File: config.mk
export PLATFORM = sky130hd
export DESIGN_NAME = chroma_gain_loop
export DESIGN_NICKNAME = d
export VERILOG_FILES = /design/src/rtl/chroma_gain_pkg.sv /design/src/rtl/burst_peak_meter.sv /design/src/rtl/gain_tracker.sv /design/src/rtl/chroma_scaler.sv /design/src/rtl/chroma_gain_loop.sv
export SDC_FILE = /design/constraint.sdc
export NUM_CORES = 1
export LEC_CHECK = 0
export BUFFER_PORTS_ARGS = -buffer_cell sky130_fd_sc_hd__buf_2
export CELL_PAD_IN_SITES_DETAIL_PLACEMENT = 1
export CELL_PAD_IN_SITES_GLOBAL_PLACEMENT = 1
export CORE_ASPECT_RATIO = 1.5
export CORE_MARGIN = 2
export CORE_UTILIZATION = 49
export DETAILED_ROUTE_END_ITERATION = 7
export PLACE_DENSITY = 0.94
export SLEW_MARGIN = 20
export SYNTH_ARGS = -nofsm -noshare
export SYNTH_HDL_FRONTEND = slang
export SYNTH_SLANG_ARGS = --single-unit
File: constraint.sdc
create_clock -name clk -period 6.97 [get_ports clk]
set_input_delay 0 -clock clk [delete_from_list [all_inputs] [get_ports clk]]
set_output_delay 0 -clock clk [all_outputs]
set_load 0.03 [all_outputs]
File: src/rtl/chroma_gain_pkg.sv
package chroma_gain_pkg;
   typedef enum logic [1:0] {
      STEP_HOLD = 2'd0,
      STEP_UP   = 2'd1,
      STEP_DOWN = 2'd2
   } gain_step_e;
endpackage

File: src/rtl/burst_peak_meter.sv
module burst_peak_meter #(
   parameter int DW = 10
) (
   input  logic                 clk,
   input  logic                 rst_n,
   input  logic                 valid_i,
   input  logic signed [DW-1:0] sample_i,
   input  logic                 gate_i,
   input  logic                 eol_i,
   output logic [DW-1:0]        peak_o,
   output logic                 seen_o
);
   logic          gate_d;
   logic          start;
   logic          take;
   logic [DW-1:0] mag;

   generate
      if (DW < 4) begin : g_bad_dw
         $error("burst_peak_meter: DW must be at least 4");
      end
   endgenerate

   assign start = gate_i && !gate_d;
   assign take  = gate_i && valid_i;
   assign mag   = sample_i[DW-1] ? (~sample_i + 1'b1) : sample_i;

   always_ff @(posedge clk) begin
      if (!rst_n) begin
         gate_d <= 1'b0;
         peak_o <= '0;
         seen_o <= 1'b0;
      end else begin
         gate_d <= gate_i;
         if (start)
            peak_o <= valid_i ? mag : '0;
         else if (take && (mag > peak_o))
            peak_o <= mag;
         if (eol_i)
            seen_o <= take;
         else if (take)
            seen_o <= 1'b1;
      end
   end

   a_r2_peak_covers_sample: assert property (@(posedge clk) disable iff (!rst_n)
      take |=> (peak_o >= $past(mag)));
   a_r2_peak_monotone: assert property (@(posedge clk) disable iff (!rst_n)
      (gate_i && !start) |=> (peak_o >= $past(peak_o)));
endmodule

File: src/rtl/gain_tracker.sv
module gain_tracker
   import chroma_gain_pkg::*;
#(
   parameter int DW        = 10,
   parameter int GW        = 8,
   parameter int GAIN_MIN  = 16,
   parameter int GAIN_MAX  = 255,
   parameter int GAIN_INIT = 64,
   parameter int DEADBAND  = 2
) (
   input  logic          clk,
   input  logic          rst_n,
   input  logic          eol_i,
   input  logic          seen_i,
   input  logic          freeze_i,
   input  logic [DW-1:0] peak_i,
   input  logic [DW-1:0] target_i,
   output logic [GW-1:0] gain_o
);
   localparam int            CW    = DW + 2;
   localparam logic [GW-1:0] GMIN  = GW'(GAIN_MIN);
   localparam logic [GW-1:0] GMAX  = GW'(GAIN_MAX);
   localparam logic [GW-1:0] GINIT = GW'(GAIN_INIT);
   localparam logic [CW-1:0] DBW   = CW'(DEADBAND);

   generate
      if (GAIN_MIN > GAIN_INIT || GAIN_INIT > GAIN_MAX || GAIN_MAX >= (1 << GW)) begin : g_bad_range
         $error("gain_tracker: gain limits inconsistent");
      end
   endgenerate

   logic [CW-1:0] peak_w;
   logic [CW-1:0] tgt_w;
   gain_step_e    step;

   assign peak_w = CW'(peak_i);
   assign tgt_w  = CW'(target_i);

   always_comb begin
      if ((peak_w + DBW) < tgt_w)
         step = STEP_UP;
      else if (peak_w > (tgt_w + DBW))
         step = STEP_DOWN;
      else
         step = STEP_HOLD;
   end

   always_ff @(posedge clk) begin
      if (!rst_n) begin
         gain_o <= GINIT;
      end else if (eol_i && seen_i && !freeze_i) begin
         case (step)
            STEP_UP:   if (gain_o < GMAX) gain_o <= gain_o + 1'b1;
            STEP_DOWN: if (gain_o > GMIN) gain_o <= gain_o - 1'b1;
            default:   gain_o <= gain_o;
         endcase
      end
   end

   a_r3_one_code_step: assert property (@(posedge clk) disable iff (!rst_n)
      1'b1 |=> ((gain_o == $past(gain_o)) || (gain_o == $past(gain_o) + 1'b1)
                || (gain_o == $past(gain_o) - 1'b1)));
   a_r6_hold_without_eol: assert property (@(posedge clk) disable iff (!rst_n)
      !(eol_i && seen_i) |=> $stable(gain_o));
   a_r7_freeze_in_manual: assert property (@(posedge clk) disable iff (!rst_n)
      freeze_i |=> $stable(gain_o));
   a_r5_gain_bounds: assert property (@(posedge clk) disable iff (!rst_n)
      (gain_o >= GMIN) && (gain_o <= GMAX));
endmodule

File: src/rtl/chroma_scaler.sv
module chroma_scaler #(
   parameter int DW    = 10,
   parameter int CW    = 8,
   parameter int CF    = 6,
   parameter bit ROUND = 1'b1
) (
   input  logic                 clk,
   input  logic                 rst_n,
   input  logic                 valid_i,
   input  logic                 tag_i,
   input  logic signed [DW-1:0] sample_i,
   input  logic [CW-1:0]        coef_i,
   output logic                 valid_o,
   output logic                 tag_o,
   output logic signed [DW-1:0] sample_o
);
   localparam int                   PW    = DW + CW + 2;
   localparam int                   MAXI  = (1 << (DW - 1)) - 1;
   localparam int                   MINI  = -(1 << (DW - 1));
   localparam logic signed [PW-1:0] MAXV  = PW'(MAXI);
   localparam logic signed [PW-1:0] MINV  = PW'(MINI);
   localparam logic signed [PW-1:0] HALF  = PW'(1 << (CF - 1));

   generate
      if (CF < 1 || CF >= CW) begin : g_bad_cf
         $error("chroma_scaler: CF must be between 1 and CW-1");
      end
   endgenerate

   logic signed [PW-1:0] prod;
   logic signed [PW-1:0] rnd;
   logic signed [PW-1:0] shf;
   logic signed [DW-1:0] clip;

   assign prod = PW'(sample_i) * PW'($signed({1'b0, coef_i}));

   generate
      if (ROUND) begin : g_round
         assign rnd = prod + HALF;
      end else begin : g_trunc
         assign rnd = prod;
      end
   endgenerate

   assign shf = rnd >>> CF;

   always_comb begin
      if (shf > MAXV)
         clip = MAXV[DW-1:0];
      else if (shf < MINV)
         clip = MINV[DW-1:0];
      else
         clip = shf[DW-1:0];
   end

   always_ff @(posedge clk) begin
      if (!rst_n) begin
         valid_o  <= 1'b0;
         tag_o    <= 1'b0;
         sample_o <= '0;
      end else begin
         valid_o <= valid_i;
         if (valid_i) begin
            tag_o    <= tag_i;
            sample_o <= clip;
         end
      end
   end

   a_r9_zero_stays_zero: assert property (@(posedge clk) disable iff (!rst_n)
      (valid_i && (sample_i == '0)) |=> (sample_o == '0));
   a_r10_zero_coef_zero_out: assert property (@(posedge clk) disable iff (!rst_n)
      (valid_i && (coef_i == '0)) |=> (sample_o == '0));
endmodule

File: src/rtl/chroma_gain_loop.sv
module chroma_gain_loop #(
   parameter int DW          = 10,
   parameter int GW          = 8,
   parameter int GF          = 6,
   parameter int TW          = 8,
   parameter int TF          = 6,
   parameter int GAIN_MIN    = 16,
   parameter int GAIN_MAX    = 255,
   parameter int GAIN_INIT   = 64,
   parameter int DEADBAND    = 2,
   parameter int REF_DEFAULT = 112,
   parameter bit ROUND       = 1'b1
) (
   input  logic                 clk,
   input  logic                 rst_n,
   input  logic                 in_valid,
   input  logic                 in_is_v,
   input  logic signed [DW-1:0] chroma_in,
   input  logic                 burst_gate,
   input  logic                 line_end,
   input  logic                 manual_en,
   input  logic [GW-1:0]        manual_gain,
   input  logic [DW-1:0]        target_level,
   input  logic [TW-1:0]        trim_u,
   input  logic [TW-1:0]        trim_v,
   output logic                 out_valid,
   output logic                 out_is_v,
   output logic signed [DW-1:0] chroma_out,
   output logic [GW-1:0]        gain_out
);
   localparam logic [DW-1:0] REF_W = DW'(REF_DEFAULT);

   generate
      if (REF_DEFAULT <= 0 || REF_DEFAULT >= (1 << DW)) begin : g_bad_ref
         $error("chroma_gain_loop: REF_DEFAULT out of range");
      end
   endgenerate

   logic [DW-1:0]        peak;
   logic                 seen;
   logic [DW-1:0]        target_eff;
   logic [GW-1:0]        loop_gain;
   logic                 s1_valid;
   logic                 s1_is_v;
   logic signed [DW-1:0] s1_sample;
   logic [TW-1:0]        trim_sel;

   assign target_eff = (target_level == '0) ? REF_W : target_level;
   assign gain_out   = manual_en ? manual_gain : loop_gain;
   assign trim_sel   = s1_is_v ? trim_v : trim_u;

   burst_peak_meter #(.DW(DW)) u_meter (
      .clk      (clk),
      .rst_n    (rst_n),
      .valid_i  (in_valid),
      .sample_i (chroma_in),
      .gate_i   (burst_gate),
      .eol_i    (line_end),
      .peak_o   (peak),
      .seen_o   (seen)
   );

   gain_tracker #(
      .DW(DW), .GW(GW), .GAIN_MIN(GAIN_MIN), .GAIN_MAX(GAIN_MAX),
      .GAIN_INIT(GAIN_INIT), .DEADBAND(DEADBAND)
   ) u_tracker (
      .clk      (clk),
      .rst_n    (rst_n),
      .eol_i    (line_end),
      .seen_i   (seen),
      .freeze_i (manual_en),
      .peak_i   (peak),
      .target_i (target_eff),
      .gain_o   (loop_gain)
   );

   chroma_scaler #(.DW(DW), .CW(GW), .CF(GF), .ROUND(ROUND)) u_gain_stage (
      .clk      (clk),
      .rst_n    (rst_n),
      .valid_i  (in_valid),
      .tag_i    (in_is_v),
      .sample_i (chroma_in),
      .coef_i   (gain_out),
      .valid_o  (s1_valid),
      .tag_o    (s1_is_v),
      .sample_o (s1_sample)
   );

   chroma_scaler #(.DW(DW), .CW(TW), .CF(TF), .ROUND(ROUND)) u_trim_stage (
      .clk      (clk),
      .rst_n    (rst_n),
      .valid_i  (s1_valid),
      .tag_i    (s1_is_v),
      .sample_i (s1_sample),
      .coef_i   (trim_sel),
      .valid_o  (out_valid),
      .tag_o    (out_is_v),
      .sample_o (chroma_out)
   );

   a_r7_manual_passthrough: assert property (@(posedge clk) disable iff (!rst_n)
      manual_en |-> (gain_out == manual_gain));
   a_r9_valid_two_cycles: assert property (@(posedge clk) disable iff (!rst_n)
      (s1_valid && !$past(in_valid)) |-> 1'b0);
endmodule

==> impl_metrics.ini <==
[setup_path]
crit_buf_inv = 1
cp_cell_sequence = mux2_2, nand2_1, fa_1, inv_1, fa_1, ha_1, fa_1, fa_1, nand2_1, nor3_1, fa_1, a211oi_1, o21ai_0, nand3_1, a21oi_1, a2111oi_0, o21bai_1, xnor2_1, o32ai_4, o22ai_1
crit_type = register to register
cp.required_ns = 7.17
startpoint = u_gain_stage.tag_o$_SDFFE_PN0P_
critPathMaxFanout = 10
r2r_slack_ns = 0.33
cp-start-kind = register
crit_end = u_trim_stage.sample_o[6]$_SDFFE_PN0P_
cp_slowest_stage_delay_ns = 0.62
worstReg2RegStart = u_gain_stage.tag_o$_SDFFE_PN0P_
critPathSlowestCell = dfxtp_1
rr_worst_depth = 20
r2r-end = u_trim_stage.sample_o[6]$_SDFFE_PN0P_
cp_num_cells = 20
path_common_cell = fa_1
critical_path_arrival_ns = 6.84
critPathTopFamily = adder cells
worst_setup_path_end_kind = register

[global_routing]
grt_max_degree = 34
grt_util_met2 = 0.5860
grt.total_usage = 0.3211
grt_busiest_layer = met2
met1_usage = 0.3293
grt_pass1_vias = 10111
grt_pass1_wl_um = 52790
met3_usage = 0.04381
antenna_found_initial = 0
grt_overflow = 0

[yosys]
yosys-top-cells-area = fa_1 (29%), ha_1 (17%), dfxtp_1 (9.0%)
ys.flop_type = dfxtp_1
netlist_area_sq_um = 9743
synth_edf_count = 0
synth_warnings = 0
syn_inst = 1112
synth_top_cell_area_share = 0.2856
synth_seq_area_share = 0.09041
syn_avg_cell_area_sq_um = 8.762
yosysUniqueCellTypes = 68
synth.largest_area_cell = fa_1
async_flop_share = 0
syn_nets = 1434
ys_ff_latch = 44

[detailed_routing]
post_drt_wl_per_cell_um = 22.96
ant_nets = 0
drtIter0Drc = 481
vias = 8640
finalWirelength_um = 32600
vias_per_cell = 6.085
firstDrtPassIters = 5
drc_errors = 0

[timing]
rsz0062_at_grt = no
fin_skew_ns = 0.003153
period_share = 0.9523
hold_viol_final = 0
period_minus_slack_ns = 6.638
fin_setup_tns_ns = 0
maxSlewViolCount = 0
worstMarginPinSlew_ns = 0.6359
max_freq_ghz = 0.1507
setup_viol = 0
relSlewSlack = 0.5750

[final_layout]
nets = 1481
final_area_sq_um = 10470
area_growth_pct = 7.448
drive_above_1_share = 0.1060
insertedDiodeCount = 0
finalNonFillerCells = 1420
final_core_util = 0.5334
final_cell_mix = inv_1 (173), fa_1 (139), ha_1 (132), nand2_1 (126), buf_2 (70)
layout_commonest_cell = inv_1
fill_cells = 2330

[pwr]
ir_drop_mv = 0.3213
seqPwrFrac = 0.078
pwr-share-clk = 0.047
netSwitchingPower_mw = 2.988
p_int_mw = 2.258
power_mw = 5.245
switching_share = 0.5696
powerDensity_nw_per_um2 = 501.1
p_comb_frac = 0.875
p_leak_nw = 5.328

[floorplanning]
start_util = 0.4964
ios = 71
placementRows = 63
core-area_sq_um = 19630
die_height_um = 176.7
fp.dieArea_sq_um = 21050
die_x_um = 119.1

[clock_tree]
path_clk_slew_ns = 0.06
numCtsBuffers = 5
cts_setup_buffers = 0
clock_sinks = 44
htree_levels = 2
clock_path_buffers = 2
insertion_delay_ns = 0.30
postCtsResizedCells = 0
cts-root-buf = clkbuf_16
cts_tree = built
holdBufCountCts = 0

[status]
status = complete, no violations

[placement]
globalplace.congestion = 0.9281
place_area_sq_um = 10320
dpl.hpwl_um = 25240
port_buffers = 70
dp_cells = 1412

[run]
cap_violations = 0

[hold_path]
worstHoldPathType = input pin to register
kinds of logic (layout without fill, tap and decap cells):
kind of cell / after synthesis / count (layout) / synth area share
compound gates: 169 / 169 / 0.1229
xor+xnor: 52 / 52 / 0.04674
buf+inv: 211 / 259 / 0.08257
mux: 23 / 23 / 0.02581
fa+ha+maj: 271 / 271 / 0.4551
simple gates: 342 / 342 / 0.1765
flops: 44 / 44 / 0.09041
cells in the mapped netlist, types with 6 or more instances:
cell type / instances
o22ai_1: 9
o21ai_1: 7
a21o_1: 13
ha_1: 132
xor2_1: 9
inv_1: 173
a21oi_1: 40
o21a_1: 7
nor2b_1: 41
and2_1: 38
a211oi_1: 12
clkbuf_1: 29
xnor2_1: 43
mux2i_1: 12
or3_1: 6
nand3_1: 14
nor2_1: 50
nand4_1: 11
nand2b_1: 17
fa_1: 139
nor3_1: 10
dfxtp_1: 44
mux2_2: 9
nand2_1: 126
o21ai_0: 38
per-layer routing:
layer	wire, um	vias up
met5	0	-
met4	2670	0
met3	1628	204
met2	17030	435
met1	11270	4280
li1	-	3721
worst register-to-register path, cell delays in order (launching register included):
cell       delay [ns]
dfxtp_1          0.62
mux2_2           0.42
nand2_1          0.14
fa_1             0.57
inv_1            0.08
fa_1             0.51
ha_1             0.33
fa_1             0.51
fa_1             0.52
nand2_1          0.09
nor3_1           0.06
fa_1             0.45
a211oi_1         0.35
o21ai_0          0.26
nand3_1          0.16
a21oi_1          0.07
a2111oi_0        0.29
o21bai_1         0.13
xnor2_1          0.44
o32ai_4          0.25
o22ai_1          0.28
flip-flops by register name, summed over array words and instances (netlist names):
signal,count
u_gain_stage.sample_o,10
u_meter.peak_o,10
u_trim_stage.sample_o,10
u_tracker.gain_o,8
u_gain_stage.tag_o,1
u_gain_stage.valid_o,1
u_meter.gate_d,1
u_meter.seen_o,1
u_trim_stage.tag_o,1
u_trim_stage.valid_o,1
how the worst min path moves through the flow:
stage	from	to	slack, ns	depth (start not counted)
finish	in_is_v	u_gain_stage.tag_o$_SDFFE_PN0P_	0.01	3
global route	in_is_v	u_gain_stage.tag_o$_SDFFE_PN0P_	0.01	3
CTS	line_end	u_meter.seen_o$_SDFFE_PN0P_	0.003	3
detailed placement	burst_gate	u_meter.gate_d$_SDFF_PN0_	0.31	2
global placement	in_is_v	u_gain_stage.tag_o$_SDFFE_PN0P_	0.27	3
floorplan	burst_gate	u_meter.gate_d$_SDFF_PN0_	0.12	1
final cells by class:
class	count	area (sq um)	share of cell area
Multi-Input combinational cell	857	8060	0.7699
Clock buffer	8	146.4	0.01398
Sequential cell	44	880.8	0.08414
Timing Repair Buffer	77	402.9	0.03848
Inverter	174	653.1	0.06239
Tap cell	260	325.3	0.03107
power groups by stage:
| stage | Clock (mW) | Combinational, mW | Sequential (mW) |
|---|---|---|---|
| 2_1_floorplan | 0 | 3.21 | 0.390 |
| 3_3_place_gp | 0 | 4.08 | 0.401 |
| 3_5_place_dp | 0 | 4.41 | 0.408 |
| 4_1_cts | 0.245 | 4.52 | 0.404 |
| 5_1_grt | 0.254 | 5.07 | 0.414 |
| 6_report | 0.248 | 4.59 | 0.410 |
stage by stage:
| step | setup slack (ns) | hold slack (ns) |
|---|---|---|
| floorplan | 0.9155 | 0.1217 |
| global placement | 0.9651 | 0.2653 |
| detailed placement | 0.5776 | 0.3077 |
| CTS | 0.3817 | 0.002686 |
| global route | 0.09879 | 0.01289 |
| finish | 0.3322 | 0.01033 |
No activity file was read; power rests on OpenSTA's default activity.
